$ cat src/rtl/acq_seq_pkg.sv
package acq_seq_pkg;
    typedef enum logic [1:0] {
        ST_IDLE,
        ST_RESET,
        ST_INTEG,
        ST_READ
    } acq_state_e;
endpackage

$ cat src/rtl/acq_line_fsm.sv
module acq_line_fsm
    import acq_seq_pkg::*;
#(
    parameter int CH      = 64,
    parameter int RST_CYC = 1000,
    parameter int INT_CYC = 108000,
    parameter int GAIN_W  = 2
) (
    input  logic                          clk,
    input  logic                          rst_n,
    input  logic                          en,
    input  logic                          slot_done,
    input  logic [GAIN_W-1:0]             gain_in,
    output acq_state_e                    state,
    output logic [$clog2(2*CH)-1:0]       pix_idx,
    output logic [GAIN_W-1:0]             gain_q
);
    localparam int NPIX  = 2 * CH;
    localparam int IDX_W = $clog2(NPIX);
    localparam int PH_MX = (RST_CYC > INT_CYC) ? RST_CYC : INT_CYC;
    localparam int PH_W  = $clog2(PH_MX + 1);
    localparam logic [IDX_W-1:0] LAST_IDX = IDX_W'(NPIX - 1);

    acq_state_e        st_nxt;
    logic [PH_W-1:0]   ph_cnt;

    always_comb begin
        st_nxt = state;
        unique case (state)
            ST_IDLE:  if (en) st_nxt = ST_RESET;
            ST_RESET: if (ph_cnt == PH_W'(RST_CYC - 1)) st_nxt = ST_INTEG;
            ST_INTEG: if (ph_cnt == PH_W'(INT_CYC - 1)) st_nxt = ST_READ;
            ST_READ:  if (slot_done && pix_idx == LAST_IDX)
                          st_nxt = en ? ST_RESET : ST_IDLE;
            default:  st_nxt = ST_IDLE;
        endcase
    end

    always_ff @(posedge clk or negedge rst_n) begin
        if (!rst_n) state <= ST_IDLE;
        else        state <= st_nxt;
    end

    always_ff @(posedge clk or negedge rst_n) begin
        if (!rst_n) begin
            ph_cnt  <= '0;
            pix_idx <= '0;
            gain_q  <= '0;
        end else begin
            ph_cnt <= (st_nxt != state) ? '0 : ph_cnt + 1'b1;
            if (state != ST_READ)
                pix_idx <= '0;
            else if (slot_done)
                pix_idx <= (pix_idx == LAST_IDX) ? '0 : pix_idx + 1'b1;
            if (st_nxt == ST_RESET && state != ST_RESET)
                gain_q <= gain_in;
        end
    end
endmodule

$ cat src/rtl/acq_adc_reader.sv
module acq_adc_reader #(
    parameter int SMP_W    = 16,
    parameter int CNV_CYC  = 88,
    parameter int SLOT_CYC = 125
) (
    input  logic             clk,
    input  logic             rst_n,
    input  logic             active,
    input  logic             sdo,
    output logic             cnv,
    output logic             sclk,
    output logic             slot_done,
    output logic             word_valid,
    output logic [SMP_W-1:0] word
);
    localparam int CW     = $clog2(SLOT_CYC);
    localparam int BIT_LO = CNV_CYC;
    localparam int BIT_HI = CNV_CYC + 2 * SMP_W;

    logic [CW-1:0] scnt;
    logic          in_win;
    logic          rise_slot;
    logic [CW-1:0] rel;

    always_comb begin
        rel       = scnt - CW'(BIT_LO);
        in_win    = (scnt >= CW'(BIT_LO)) && (scnt < CW'(BIT_HI));
        rise_slot = in_win && rel[0];
        slot_done = active && (scnt == CW'(SLOT_CYC - 1));
    end

    always_ff @(posedge clk or negedge rst_n) begin
        if (!rst_n) begin
            scnt       <= '0;
            cnv        <= 1'b0;
            sclk       <= 1'b0;
            word_valid <= 1'b0;
            word       <= '0;
        end else if (!active) begin
            scnt       <= '0;
            cnv        <= 1'b0;
            sclk       <= 1'b0;
            word_valid <= 1'b0;
        end else begin
            scnt       <= (scnt == CW'(SLOT_CYC - 1)) ? '0 : scnt + 1'b1;
            cnv        <= (scnt < CW'(CNV_CYC));
            sclk       <= rise_slot;
            word_valid <= (scnt == CW'(BIT_HI - 1));
            if (rise_slot)
                word <= {word[SMP_W-2:0], sdo};
        end
    end
endmodule

$ cat src/rtl/line_acq_seq.sv
module line_acq_seq
    import acq_seq_pkg::*;
#(
    parameter int CH       = 64,
    parameter int SMP_W    = 16,
    parameter int RST_CYC  = 1000,
    parameter int INT_CYC  = 108000,
    parameter int CNV_CYC  = 88,
    parameter int SLOT_CYC = 125,
    parameter int GAIN_W   = 2
) (
    input  logic                    clk,
    input  logic                    rst_n,
    input  logic                    en,
    input  logic [GAIN_W-1:0]       gain_in,
    output logic                    int_rst,
    output logic                    integ,
    output logic [GAIN_W-1:0]       gain_out,
    output logic [$clog2(CH)-1:0]   mux_ch,
    output logic                    mux_he,
    output logic                    adc_cnv,
    output logic                    adc_sclk,
    input  logic                    adc_sdo,
    output logic                    pix_valid,
    output logic [SMP_W-1:0]        pix_data,
    output logic                    pix_sol,
    output logic                    pix_eol
);
    localparam int NPIX  = 2 * CH;
    localparam int IDX_W = $clog2(NPIX);
    localparam int CH_W  = $clog2(CH);

    acq_state_e        state;
    logic [IDX_W-1:0]  pix_idx;
    logic              slot_done;
    logic              rd_active;

    acq_line_fsm #(
        .CH(CH), .RST_CYC(RST_CYC), .INT_CYC(INT_CYC), .GAIN_W(GAIN_W)
    ) u_fsm (
        .clk(clk), .rst_n(rst_n), .en(en), .slot_done(slot_done),
        .gain_in(gain_in), .state(state), .pix_idx(pix_idx), .gain_q(gain_out)
    );

    assign rd_active = (state == ST_READ);

    acq_adc_reader #(
        .SMP_W(SMP_W), .CNV_CYC(CNV_CYC), .SLOT_CYC(SLOT_CYC)
    ) u_adc (
        .clk(clk), .rst_n(rst_n), .active(rd_active), .sdo(adc_sdo),
        .cnv(adc_cnv), .sclk(adc_sclk), .slot_done(slot_done),
        .word_valid(pix_valid), .word(pix_data)
    );

    always_comb begin
        int_rst = 1'b0;
        integ   = 1'b0;
        unique case (state)
            ST_IDLE:  int_rst = 1'b1;
            ST_RESET: int_rst = 1'b1;
            ST_INTEG: integ   = 1'b1;
            ST_READ:  ;
            default:  int_rst = 1'b1;
        endcase
    end

    always_comb begin
        mux_he  = (pix_idx >= IDX_W'(CH));
        mux_ch  = CH_W'(mux_he ? (pix_idx - IDX_W'(CH)) : pix_idx);
        pix_sol = pix_valid && (pix_idx == '0);
        pix_eol = pix_valid && (pix_idx == IDX_W'(NPIX - 1));
    end
endmodule

$ cat config.mk
export PLATFORM = sky130hd
export DESIGN_NAME = line_acq_seq
export DESIGN_NICKNAME = d
export VERILOG_FILES = /design/src/rtl/acq_seq_pkg.sv /design/src/rtl/acq_line_fsm.sv /design/src/rtl/acq_adc_reader.sv /design/src/rtl/line_acq_seq.sv
export SDC_FILE = /design/constraint.sdc
export NUM_CORES = 1
export LEC_CHECK = 0
export ABC_AREA = 1
export BUFFER_PORTS_ARGS = -buffer_cell sky130_fd_sc_hd__buf_2
export CORE_ASPECT_RATIO = 0.7
export CORE_UTILIZATION = 35
export CTS_BUF_LIST = sky130_fd_sc_hd__clkbuf_4
export CTS_CLUSTER_SIZE = 25
export DETAILED_ROUTE_END_ITERATION = 12
export GPL_TIMING_DRIVEN = 0
export PLACE_DENSITY = 0.59
export SYNTH_ARGS = -nofsm -noshare
export SYNTH_HDL_FRONTEND = slang
export SYNTH_HIERARCHICAL = 1
export SYNTH_SLANG_ARGS = --single-unit
$ cat constraint.sdc
create_clock -name clk -period 2.5 [get_ports clk]
set_input_delay 0.125 -clock clk [delete_from_list [all_inputs] [get_ports clk]]
set_output_delay 0.125 -clock clk [all_outputs]
set_load 0.005 [all_outputs]
## Yosys cells after proc, flatten, opt, wreduce, memory -nomap -nowiden

Index checks and enable logic that the tools add are counted.

- Bitwise operators: 0
- Divide/modulo/power cells: 0
- Magnitude comparators: 4
- Eq/ne operators: 12
- $add $sub $neg: 5
- Shift operators: 0
- Muxes and demuxes: 18
- Multipliers: 0
- Reductions and logical operators: 12

Operators with widths:

| cell | count |
|---|---|
| $mux 7 | 5 |
| $eq 7x7->1 const B | 3 |
| $add 17x1->17 const B | 1 |
| $eq 17x10->1 const B | 1 |
| $eq 17x17->1 const B | 1 |
| $mux 17 | 1 |
| $add 7x1->7 const B | 2 |
| $ge 7x7->1 const B | 2 |
| $lt 7x7->1 const B | 2 |
| $mux 2 | 4 |
| $pmux 2 s4 | 1 |
| $logic_and 1x1->1 | 7 |
| $logic_not 7->1 | 1 |
| $mux 1 | 6 |
| $mux 6 | 1 |
| $sub 6x1->6 const B | 1 |
| $eq 2x1->1 const B | 2 |
| $eq 2x2->1 const B | 2 |
| $logic_not 2->1 | 1 |
| $ne 2x1->1 const B | 1 |
| $ne 2x2->1 | 1 |
| $ne 2x2->1 const B | 1 |
| $reduce_and 2->1 | 1 |
| $reduce_bool 2->1 | 1 |
| 2 further kinds | 2 |

- Memories: 0
- Bits of input ports: 6
- Flip-flop bits (word level): 54
- Memory bits (read-only): 0
- Bits in latches: 0
- Word-level logic and storage cells: 60
- Memory bits (writable): 0

## Longest topological paths before layout

Gate-level depths: netlist of run 1.

- Word-level depth: 7
- Gate-level depth with buffers: 13
- Mapped depth without buffers: 12

## Hierarchy

Netlist of run 1, hierarchy kept.

Modules (own cells, without submodules):

| module | area an instance (um^2) | seq. area each (um^2) | instances | cells an instance |
|---|---|---|---|---|
| acq_line_fsm | 1,634.1 | 700.7 | 1 | 192 |
| acq_adc_reader | 1,137.3 | 650.6 | 1 | 124 |
| line_acq_seq | 90.1 | 0.0 | 1 | 24 |

## Least setup slack after synthesis of run 1

No wires, ideal clock.

- Path kind: register to register
- Start: register u_adc.scnt[3]
- End: register u_fsm.ph_cnt[15]
- Slack: 0.666 ns
- Arrival time: 1.709 ns
- Path buffers: 1
- Cell stages (with the launch flop): 11
- Setup time: 0.124 ns
- Path through: dfrtp_1 -> nand2_4 -> nor2_4 -> nand2_1 -> nor2_1 -> nand3_1 -> o21ai_1 -> inv_1 -> nand2_4 -> buf_12 -> nor2_4

- Longest elaborated chain between the ends: 7

Ends and longest elaborated chain:

| element | RTL line | text |
|---|---|---|
| from (decl) | acq_adc_reader.sv:20 | `logic [CW-1:0] scnt;` |
| from (signal assigned) | acq_adc_reader.sv:45 | `scnt <= (scnt == CW'(SLOT_CYC - 1)) ? '0 : scnt + 1'b1;` |
| $eq 7x7->1 | acq_adc_reader.sv:29 | `slot_done = active && (scnt == CW'(SLOT_CYC - 1));` |
| $logic_and 1x1->1 | acq_adc_reader.sv:29 |  |
| net slot_done | line_acq_seq.sv:35 | `logic slot_done;` |
| $logic_and 1x1->1 | acq_line_fsm.sv:33 | `ST_READ: if (slot_done && pix_idx == LAST_IDX)` |
| $mux 2 | acq_line_fsm.sv:33 |  |
| $pmux 2 s4 | acq_line_fsm.sv:29 | `unique case (state)` |
| $ne 2x2->1 | acq_line_fsm.sv:50 | `ph_cnt <= (st_nxt != state) ? '0 : ph_cnt + 1'b1;` |
| $mux 17 | acq_line_fsm.sv:50 |  |
| to (signal assigned) | acq_line_fsm.sv:50 |  |
| to (decl) | acq_line_fsm.sv:25 | `logic [PH_W-1:0] ph_cnt;` |

The timed path passes the listed nets, and every way through them passes these cells.
A chain may end at the register's enable or synchronous reset.

## Final worst setup path of run 1

- Start: register u_adc.scnt[3]
- End: register u_fsm.ph_cnt[11]

The elaborated chain is that of the path after synthesis.

==> impl_results.md, run 1 <==
* Status: complete, but fails checks
* Violated checks: hold timing
* Post-Syn Instances at 340
* LEAKAGE at 1.65 nW
* Power density cells at ~400 nW/um^2
* Period utilisation layout at 86.3%
* Placed Cells at roughly 480
* Diode count at 0
* Reg power frac at 67.3%
* Area grow syn2layout at 13.9%
* Crit start category: register
* Antenna Nets Post-Route at 0
* Syn avg cell area at 8.42 sq um
* Internal power at 990 uW
* Design Power at 1.30 mW
* Top fanout value on the critical path at 10
* F_max at 0.463 GHz
* Via density at 4.64
* Crit. End Element: register
* DP HPWL at 4240 um
* Switching Share at about a quarter
* Hold Slack at -0.0339 ns
* Final Core Density at 41.2%
* Setup ws final at around 0.34 ns
* Initial Util at 36.2%
* WL/cell at 11.7 um
* Ys Warns at 6
* Clock buffer depth at 2
* Final instance area at 3260 sq um
* Die height at 77.7 um
* Initial antenna violation count at 0
* Slew HR at a little over a fifth
* Port bufs at 37
* Synthesized area at ~2900 sq um
* Core ar. at approximately 7900 sq um
* Final wirelength at 5740 um
* Drt pass-1 iters at 4
* Critical-path cell list: nand2_4 -> nor2_4 -> nand2_1 -> nor2_1 -> nand3_1 -> o21ai_1 -> inv_1 -> nand2_4 -> buf_12 -> nor2_4
* Final min period at 2.16 ns
* Share of cells above drive strength 1 at ~22%
* CTS Buf Count at 5
* Clock slew at reported path FFs at 0.18 ns
* Worst path max stage delay at 0.48 ns
* Final hold viol count at between 50 and 60
* First-pass GRT wire length at 9760 um
* Total die area at 8550 sq um
* Syn_nets at 350
* Worst Skew at 0.0219 ns
* RSZ-0062 raised after global routing: false
* Crit Path Class: reg2reg
* RD Place Congestion at roughly 0.78
* GRT Total Usage at 14.7%
* Die W at 110 um
* Vias in the first global route at 2136
* CTS HTree Levels at 2
* 1st-iter DRT viols at 63
* Critical Path AT at between 2 and 2.5 ns
* DP Area at ~3200 sq um
* Clk sinks at 54
* GRT overflow at 0
* CTS tree: yes
* Skew-Pair Late Insertion Delay at 0.39 ns
* Max-capacitance violation count at 0
* TNS Setup at 0 ns
* Clock Power Share at 30.8%
* Max Transition Viols Final at 0
* EDFF count, synth at 0
* Post-cts resize count at 0
* Worst Path Required at 2.78 ns
* Routed vias at ~2300
* Worst IR Drop VDD at between 150 and 200 uV
* Combinational fraction of design power at 1.9%
* Residual DRC count at 0
* Std-Cell Rows at 27
* Final nets at 397
* # fillers at around 830
* Synth Flop Type: dfrtp_1
* Reg area at 1350 sq um
* Switching pwr at roughly 310 uW
* Seq/Total Area, Yosys at between 40% and 50%
* Final setup viols at 0
* Distinct cells, synth at 30
* IO Pins at 38
* Flops & latches, synth at between 50 and 60
* Layout Cells excl Fill at 489
* CP max-delay cell: dfrtp_1
* Async SR Flop Fraction at 100%
* Multi-input logic area at 1320 sq um
* CTS Root Cell: clkbuf_4
* Worst r2r path cells at 10
* HP Class: in2async
* Worst-Margin Slew at 1.18 ns
* Pre-CTS setup slack at 0.352 ns
* Largest net degree at the start of global routing at 55
## state kept, by name, summed over array words and instances, names as in the netlist
register,flops
u_adc/scnt,7
u_adc/word_valid,1
u_adc/sclk,1
u_fsm/gain_q,2
u_adc/cnv,1
u_fsm/state,2
u_adc/word,16
u_fsm/pix_idx,7
u_fsm/ph_cnt,17
## Yosys cell counts, types with 4 or more instances
library cell	instances	area share [%]
a21oi_1	7	1.2
dfrtp_1	54	47
ha_1	4	1.7
inv_1	30	3.9
inv_2	5	0.66
nand2_1	88	12
nand2_2	6	1.3
nand3_1	36	6.3
nand4_1	5	1.1
nor2_1	45	5.9
nor2_2	4	0.87
nor2_4	13	5.1
xor2_1	15	4.6
## cells in the final DEF, fill, tap and decap left out, types with 5 or more instances in the layout
cell type and count:
a21oi_1 7, buf_2 38, clkbuf_4 5, dfrtp_1 54, inv_1 30, inv_2 5
nand2_1 88, nand2_2 6, nand3_1 36, nand4_1 5, nor2_1 45, nor2_4 13
xor2_1 15
## power by group through the flow
stage / combinational (mW) / sequential (mW) / clock [mW]
3_3_place_gp: 0.0235 / 0.890 / 0
3_5_place_dp: 0.0236 / 0.890 / 0
6_report: 0.0248 / 0.874 / 0.400
4_1_cts: 0.0271 / 0.874 / 0.425
2_1_floorplan: 0.000602 / 0.890 / 0
5_1_grt: 0.0300 / 0.875 / 0.462
## cell families (layout without fill, tap and decap cells)
| logic type | count (synthesis) | after routing | synth area share (%) |
|---|---|---|---|
| AND/OR/NAND/NOR | 209 | 209 | 35.9 |
| adder cells (fa/ha/maj) | 4 | 4 | 1.75 |
| AO/OA/AOI/OAI | 13 | 13 | 2.93 |
| XOR/XNOR | 18 | 18 | 5.51 |
| flip-flops | 54 | 54 | 47.2 |
| buffers and inverters | 42 | 90 | 6.65 |
## critical path: cells and delay by family (launching register included)
| family | cells | cell delay (ns) |
|---|---|---|
| flops | 1 | 0.48 |
| simple gates | 7 | 1.15 |
| compound gates | 1 | 0.17 |
| buf+inv | 2 | 0.28 |
## layout make-up
class,instances,share of cell area [%]
Sequential cell,54,41.4
Multi-Input combinational cell,244,40.5
Timing Repair Buffer,40,6.60
Inverter,37,4.26
Tap cell,101,3.88
Buffer,5,1.57
Clock buffer,5,1.15
Clock inverter,3,0.614
## worst paths after layout
path | to | startpoint | slack [ns]
setup / recovery | u_fsm/ph_cnt[11]$_DFF_PN0_ | u_adc/scnt[3]$_DFF_PN0_ | 0.34
setup reg to reg | u_fsm/ph_cnt[11]$_DFF_PN0_ | u_adc/scnt[3]$_DFF_PN0_ | 0.34
min in group clk | u_fsm/state[0]$_DFF_PN0_ | en | 0.26
max in group asynchronous | u_adc/scnt[0]$_DFF_PN0_ | rst_n | 1.82
hold / removal | u_adc/cnv$_DFF_PN0_ | rst_n | -0.03
hold reg to reg | u_fsm/ph_cnt[0]$_DFF_PN0_ | u_fsm/ph_cnt[0]$_DFF_PN0_ | 0.47
## per-layer routing
layer / part of all wire [%] / up-vias / global-route usage (%)
li1: - / 1152 / -
met3: 3.6 / 5 / 3.19
met2: 43 / 37 / 21.8
met1: 53 / 1075 / 21.3
met4: 0.94 / 0 / 4.40
met5: 0 / - / 0
## what timing repair did
action,CTS,global route
setup buffers,0,0
hold buffers,3,0
hold endpoints to repair,3,0
(Power assumes the default switching activity.)
==> inputs of run 2 (changes only) <==
--- a/config.mk
+++ b/config.mk
@@ -5,7 +5,7 @@
 export SDC_FILE = /design/constraint.sdc
 export NUM_CORES = 1
 export LEC_CHECK = 0
-export ABC_AREA = 1
+export ABC_AREA = 0
 export BUFFER_PORTS_ARGS = -buffer_cell sky130_fd_sc_hd__buf_2
 export CORE_ASPECT_RATIO = 0.7
 export CORE_UTILIZATION = 35
==> impl_results.md, run 2 <==
* Count leader, synth: dfrtp_1 (was nand2_1)
* Residual DRC count at 0 (unchanged)
* Largest net degree at the start of global routing at 55 (unchanged)
* Final nets at 296 (was 397)
* Ys Warns at 6 (unchanged)
* Slew HR at 58.2% (was 21.5%)
* Critical Path AT at 2.57 ns (was 2.43 ns)
* Core ar. at 6910 sq um (was 7910 sq um)
* Setup ws final at 0.205 ns (was 0.342 ns)
* Final Core Density at 44.4% (was 41.2%)
* Port bufs at 37 (unchanged)
* Share of cells above drive strength 1 at 28.6% (was 21.9%)
* Max-capacitance violation count at 0 (unchanged)
* Crit. End Element: register (unchanged)
* Async SR Flop Fraction at 100% (unchanged)
* Setup crit start: u_adc/scnt[0]$_DFF_PN0_ (was u_adc/scnt[3]$_DFF_PN0_)
* Clock buffer depth at 2 (unchanged)
* Initial antenna violation count at 0 (unchanged)
* 1st-iter DRT viols at 97 (was 63)
* Yosys top cell by area: dfrtp_1 (unchanged)
* Worst Path Required at 2.78 ns (about the same)
* HP Start: en
* Share of the synthesized area in the top cell type at 52.5% (was 47.2%)
* RSZ-0062 raised after global routing: false (unchanged)
* Flop2flop setup slack at 0.21 ns (was 0.34 ns)
* HP Class: in2reg (was in2async)
* Clock slew at reported path FFs at 0.16 ns (was 0.18 ns)
* RR Endpoint: u_fsm/gain_q[1]$_DFFE_PN0P_ (was u_fsm/ph_cnt[11]$_DFF_PN0_)
* Worst Skew at 0.00774 ns (was 0.0219 ns)
* Antenna Nets Post-Route at 0 (unchanged)
* WL/cell at 13.3 um (was 11.7 um)
* Routed vias at 1832 (was 2269)
* RR Startpoint: u_adc/scnt[0]$_DFF_PN0_ (was u_adc/scnt[3]$_DFF_PN0_)
* CTS tree: yes (unchanged)
* Std-Cell Rows at 25 (was 27)
* Skew-Pair Late Insertion Delay at 0.37 ns (was 0.39 ns)
* Crit Path Class: reg2reg (unchanged)
* Most common cell after layout, fill and taps aside: dfrtp_1 (was nand2_1)
* Period utilisation layout at 91.8% (was 86.3%)
* Design Power at 1.42 mW (was 1.30 mW)
* Crit start category: register (unchanged)
* Worst-Margin Slew at 0.621 ns (was 1.18 ns)
* Clk sinks at 54 (unchanged)
* Post-Syn Instances at 232 (was 340)
* Status: complete, no violations (was complete, but fails checks)
* Die height at 73.7 um (was 77.7 um)
* TNS Setup at 0 ns (unchanged)
* DP HPWL at 3430 um (was 4240 um)
* Top reg by flops: u_fsm/ph_cnt (unchanged)
* Seq/Total Area, Yosys at 52.5% (was 47.2%)
* Final setup viols at 0 (unchanged)
* Synth Flop Type: dfrtp_1 (unchanged)
* Initial Util at 37.2% (was 36.2%)
* Worst IR Drop VDD at 196 uV (was 175 uV)
* Max Transition Viols Final at 0 (unchanged)
* Commonest cells after routing, fill and taps aside: dfrtp_1 (54), buf_2 (38), nor2_1 (32) (was nand2_1 (88), dfrtp_1 (54), nor2_1 (45))
* IO Pins at 38 (unchanged)
* CTS Root Cell: clkbuf_4 (unchanged)
* F_max at 0.436 GHz (was 0.463 GHz)
* GRT overflow at 0 (unchanged)
* Diode count at 0 (unchanged)
* Synthesized area at 2570 sq um (was 2860 sq um)
* Flops & latches, synth at 54 (unchanged)
* Pre-CTS setup slack at 0.0499 ns (was 0.352 ns)
* Power density cells at 463 nW/um^2 (was 398 nW/um^2)
* Largest cells by area after synthesis: dfrtp_1 (53%), mux2_4 (5.3%), nor2_1 (4.8%) (was dfrtp_1 (47%), nand2_1 (12%), nand3_1 (6.3%))
* Final min period at 2.29 ns (was 2.16 ns)
* CTS HTree Levels at 2 (unchanged)
* Worst r2r path cells at 10 (unchanged)
* Worst Setup EP: u_fsm/gain_q[1]$_DFFE_PN0P_ (was u_fsm/ph_cnt[11]$_DFF_PN0_)
* Commonest cells in the netlist: dfrtp_1 (54), nor2_1 (33), nand3_1 (15) (was nand2_1 (88), dfrtp_1 (54), nor2_1 (45))
* Distinct cells, synth at 45 (was 30)
* RD Place Congestion at 0.745 (was 0.784)
* Syn avg cell area at 11.1 sq um (was 8.42 sq um)
* Total die area at 7710 sq um (was 8550 sq um)
* First-pass GRT wire length at 8380 um (was 9760 um)
* Drt pass-1 iters at 4 (unchanged)
* Max FFs per register at 17 (unchanged)
* Via density at 4.81 (was 4.64)
* CTS Buf Count at 5 (unchanged)
* Final wirelength at 5070 um (was 5740 um)
* Area grow syn2layout at 19.2% (was 13.9%)
* Vias in the first global route at 1704 (was 2136)
* Regs by FF count: u_fsm/ph_cnt x17, u_adc/word x16 (unchanged)
* Top fanout value on the critical path at 7 (was 10)
* # fillers at 664 (was 831)
* Syn_nets at 242 (was 350)
* Die W at 104 um (was 110 um)
* Final hold viol count at 0 (was 54)
* EDFF count, synth at 0 (unchanged)
* GRT Total Usage at 14.0% (was 14.7%)
* LEAKAGE at 1.43 nW (was 1.65 nW)
## run 2: cell count changes after synthesis, sizes merged, moves of 3 or more
cell   previous run  this run
nor4              1         5
nor3              4         7
mux2              0        18
inv              35         7
nor2             62        33
nand2            97        13
or3               0         4
nand3            39        15
xnor2             3         7
a31oi             0         3
## run 2: layout make-up
type	instances	area [sq um]	share of cell area, %
Sequential cell	54	1350	44.1
Multi-Input combinational cell	165	1160	37.8
Timing Repair Buffer	47	283	9.22
Tap cell	94	118	3.84
Clock inverter	3	47.5	1.55
Buffer	6	43.8	1.43
Clock buffer	5	37.5	1.22
Inverter	7	26.3	0.857
## run 2: logic make-up (layout without fill, tap and decap cells)
logic type               Yosys count  count (layout)  synth area share, %
AND/OR/NAND/NOR                   98              98                 19.5
flip-flops                        54              54                 52.5
AO/OA/AOI/OAI                     22              22                 6.17
XOR/XNOR                          21              21                 7.15
multiplexers                      20              20                 9.97
buffers and inverters             13              68                 2.72
adder cells (fa/ha/maj)            4               4                 1.94
## run 2: how the worst min path moves through the flow
stage	to	slack [ns]	cells after the start
floorplan	u_adc/cnv$_DFF_PN0_	-0.17	0
detailed placement	u_adc/word[0]$_DFFE_PN0P_	0.37	2
global route	u_fsm/state[0]$_DFF_PN0_	0.12	3
global placement	u_fsm/gain_q[1]$_DFFE_PN0P_	0.36	2
CTS	u_adc/sclk$_DFF_PN0_	0.01	1
finish	u_fsm/state[0]$_DFF_PN0_	0.12	3
## run 2: worst max-delay path: stages (launching register included)
cell     delay [ns]
dfrtp_1        0.45
inv_1          0.07
ha_1           0.15
nand2_1        0.07
nor3_1         0.18
buf_2          0.22
nand4_1        0.21
nor2_4         0.19
nand4_1        0.13
o31ai_2        0.14
mux2_2         0.38
## run 2: routing by layer
layer  share of wire (%)  global-route usage, %  vias to the layer above
met5                   0                      0                        -
met4                0.75                   3.81                        0
met3                 6.6                   4.61                        4
met2                  37                   19.1                       56
met1                  55                   20.7                      851
li1                    -                      -                      921
## run 2: stage by stage
step	instance area, sq um	hold slack (ns)	instances
after floorplan	2570	-0.171	232
after global placement	2880	0.356	363
after detailed placement	2880	0.366	363
after CTS	2990	0.0114	374
after global routing	3070	0.117	381
final	3070	0.118	381
## run 2: repair_timing
item | in CTS | in global routing
hold endpoints to repair | 3 | 16
pin swaps | 0 | 2
setup endpoints to repair | 7 | 12
setup buffers | 0 | 5
hold buffers | 3 | 1
cloned | 0 | 0
resized for setup | 1 | 1
## run 2: report_power, final
part           total [mW]  switching, mW  internal [mW]
clock               0.512          0.293          0.218
combinational      0.0331         0.0206         0.0124
sequential          0.876       0.000752          0.876
==> inputs of run 3 (changes only) <==
--- a/config.mk
+++ b/config.mk
@@ -5,8 +5,9 @@
 export SDC_FILE = /design/constraint.sdc
 export NUM_CORES = 1
 export LEC_CHECK = 0
-export ABC_AREA = 0
+export ABC_AREA = 1
 export BUFFER_PORTS_ARGS = -buffer_cell sky130_fd_sc_hd__buf_2
+export CAP_MARGIN = 20
 export CORE_ASPECT_RATIO = 0.7
 export CORE_UTILIZATION = 35
 export CTS_BUF_LIST = sky130_fd_sc_hd__clkbuf_4
==> impl_results.md, run 3 (synthesized netlist as in run 1, its figures left out) <==
* Vias in the first global route at 2123 (was 1704)
* WL/cell at 11.6 um (was 13.3 um)
* Crit Path Class: reg2reg (unchanged)
* Skew-Pair Late Insertion Delay at 0.38 ns (was 0.37 ns)
* Worst IR Drop VDD at 187 uV (was 196 uV)
* Clock Power Share at 30.7% (was 36.0%)
* Max Transition Viols Final at 0 (unchanged)
* Residual DRC count at 0 (unchanged)
* Placed Cells at 479 (was 363)
* HP Class: in2async (was in2reg)
* Period utilisation layout at 85.6% (was 91.8%)
* Initial Util at 36.2% (was 37.2%)
* Worst Skew at 0.0141 ns (was 0.00774 ns)
* Final hold viol count at 0 (unchanged)
* 1st-iter DRT viols at 56 (was 97)
* Drt pass-1 iters at 4 (unchanged)
* Slew HR at 68.2% (was 58.2%)
* Worst Path Required at 2.78 ns (about the same)
* Setup crit start: u_adc/scnt[3]$_DFF_PN0_ (was u_adc/scnt[0]$_DFF_PN0_)
* Routed vias at 2250 (was 1832)
* Final nets at 399 (was 296)
* LEAKAGE at 1.66 nW (was 1.43 nW)
* RR Startpoint: u_adc/scnt[3]$_DFF_PN0_ (was u_adc/scnt[0]$_DFF_PN0_)
* Commonest cells after routing, fill and taps aside: nand2_1 (88), dfrtp_1 (54), nor2_1 (45) (was dfrtp_1 (54), buf_2 (38), nor2_1 (32))
* Status: complete, no violations (unchanged)
* Die height at 77.7 um (was 73.7 um)
* RSZ-0062 raised after global routing: false (unchanged)
* Internal power at 994 uW (was 1.11 mW)
* Worst Setup EP: u_fsm/ph_cnt[15]$_DFF_PN0_ (was u_fsm/gain_q[1]$_DFFE_PN0P_)
* Largest net degree at the start of global routing at 37 (was 55)
* Clk sinks at 54 (unchanged)
* Initial antenna violation count at 0 (unchanged)
* Flop2flop setup slack at 0.36 ns (was 0.21 ns)
* Combinational fraction of design power at 2.3% (about the same)
* Crit. End Element: register (unchanged)
* RD Place Congestion at 0.784 (was 0.745)
* TNS Setup at 0 ns (unchanged)
* Final wirelength at 5720 um (was 5070 um)
* CTS HTree Levels at 2 (unchanged)
* IO Pins at 38 (unchanged)
* CTS tree: yes (unchanged)
* Hold Slack at 0.204 ns (was 0.118 ns)
* Clock slew at reported path FFs at 0.17 ns (was 0.16 ns)
* Final instance area at 3290 sq um (was 3070 sq um)
* Crit start category: register (unchanged)
* First-pass GRT wire length at 9830 um (was 8380 um)
* Worst r2r path cells at 10 (unchanged)
* Top reg by flops: u_fsm/ph_cnt (unchanged)
* Max-capacitance violation count at 0 (unchanged)
* Worst-Margin Slew at 0.475 ns (was 0.621 ns)
* F_max at 0.467 GHz (was 0.436 GHz)
* GRT Total Usage at 14.8% (was 14.0%)
* Critical Path AT at 2.42 ns (was 2.57 ns)
* Max FFs per register at 17 (unchanged)
* DP Area at 3190 sq um (was 2880 sq um)
* Diode count at 0 (unchanged)
* Total die area at 8550 sq um (was 7710 sq um)
* Final min period at 2.14 ns (was 2.29 ns)
* Regs by FF count: u_fsm/ph_cnt x17, u_adc/word x16 (unchanged)
* CTS Root Cell: clkbuf_4 (unchanged)
* Area grow syn2layout at 15.0% (was 19.2%)
* Reg power frac at 67.0% (was 61.7%)
* Most common cell after layout, fill and taps aside: nand2_1 (was dfrtp_1)
* Via density at 4.58 (was 4.81)
* Final setup viols at 0 (unchanged)
* Antenna Nets Post-Route at 0 (unchanged)
* Die W at 110 um (was 104 um)
* Layout Cells excl Fill at 491 (was 381)
* CTS Buf Count at 5 (unchanged)
* Clock buffer depth at 2 (unchanged)
* Port bufs at 37 (unchanged)
* Core ar. at 7910 sq um (was 6910 sq um)
* RR Endpoint: u_fsm/ph_cnt[15]$_DFF_PN0_ (was u_fsm/gain_q[1]$_DFFE_PN0P_)
* Design Power at 1.30 mW (was 1.42 mW)
* Power density cells at 396 nW/um^2 (was 463 nW/um^2)
* Switching Share at 23.7% (was 22.1%)
* Switching pwr at 309 uW (was 315 uW)
* Std-Cell Rows at 27 (was 25)
* Share of cells above drive strength 1 at 22.3% (was 28.6%)
* Top fanout value on the critical path at 10 (was 7)
* GRT overflow at 0 (unchanged)
* DP HPWL at 4370 um (was 3430 um)
-- run 3: metrics by stage --
stage	setup slack, ns	util [%]
final	0.359	41.6
after floorplan	0.666	-
after global routing	0.0798	41.6
after global placement	0.383	40.1
after detailed placement	0.378	40.4
after CTS	0.342	41.6
-- run 3: cell type report --
class / count / area [sq um]
plain buffers: 5 / 51.3
repair buffers: 42 / 245
flip-flops and latches: 54 / 1350
multi-input cells: 244 / 1320
fillers: 845 / 4610
well taps: 101 / 126
clock inverters: 3 / 21.3
clock buffers: 5 / 37.5
inverters: 37 / 139
-- run 3: power by group through the flow --
stage / clock [mW] / combinational [mW] / sequential, mW
2_1_floorplan: 0 / 0.000602 / 0.890
3_3_place_gp: 0 / 0.0235 / 0.890
3_5_place_dp: 0 / 0.0278 / 0.890
4_1_cts: 0.423 / 0.0326 / 0.874
5_1_grt: 0.451 / 0.0354 / 0.874
6_report: 0.400 / 0.0302 / 0.874
-- run 3: what timing repair did --
action	4_1_cts	5_1_grt
endpoints found under the hold margin	21	0
hold buffers	4	0
resized for setup	0	0
setup buffers	0	0
-- run 3: layer usage --
layer / part of all wire (%) / wire length (um) / global-route usage, % / vias up
met3: 3.7 / 214 / 3.19 / 5
met1: 53 / 3050 / 21.7 / 1050
met5: 0 / 0 / 0 / -
met4: 0.96 / 55 / 4.80 / 0
li1: - / - / - / 1162
met2: 42 / 2400 / 21.3 / 33
-- run 3: how the worst min path moves through the flow --
| stage | cells after the start | slack, ns | to |
|---|---|---|---|
| 3_5_place_dp | 1 | 0.11 | u_fsm/ph_cnt[13]$_DFF_PN0_ |
| 3_3_place_gp | 3 | 0.37 | u_adc/word[0]$_DFFE_PN0P_ |
| 6_report | 2 | 0.20 | u_adc/word[8]$_DFFE_PN0P_ |
| 4_1_cts | 2 | 0.21 | u_adc/word[9]$_DFFE_PN0P_ |
| 5_1_grt | 2 | 0.22 | u_adc/word[9]$_DFFE_PN0P_ |
| 2_1_floorplan | 0 | -0.17 | u_adc/cnv$_DFF_PN0_ |
-- run 3: critical path, stage by stage (launching register included) --
cell and delay (ns):
dfrtp_1 0.48, nand2_4 0.12, nor2_4 0.17, nand2_1 0.10, nor2_1 0.39, nand3_1 0.21, o21ai_1 0.16, inv_1 0.08
nand2_4 0.12, buf_12 0.18, nor2_4 0.03
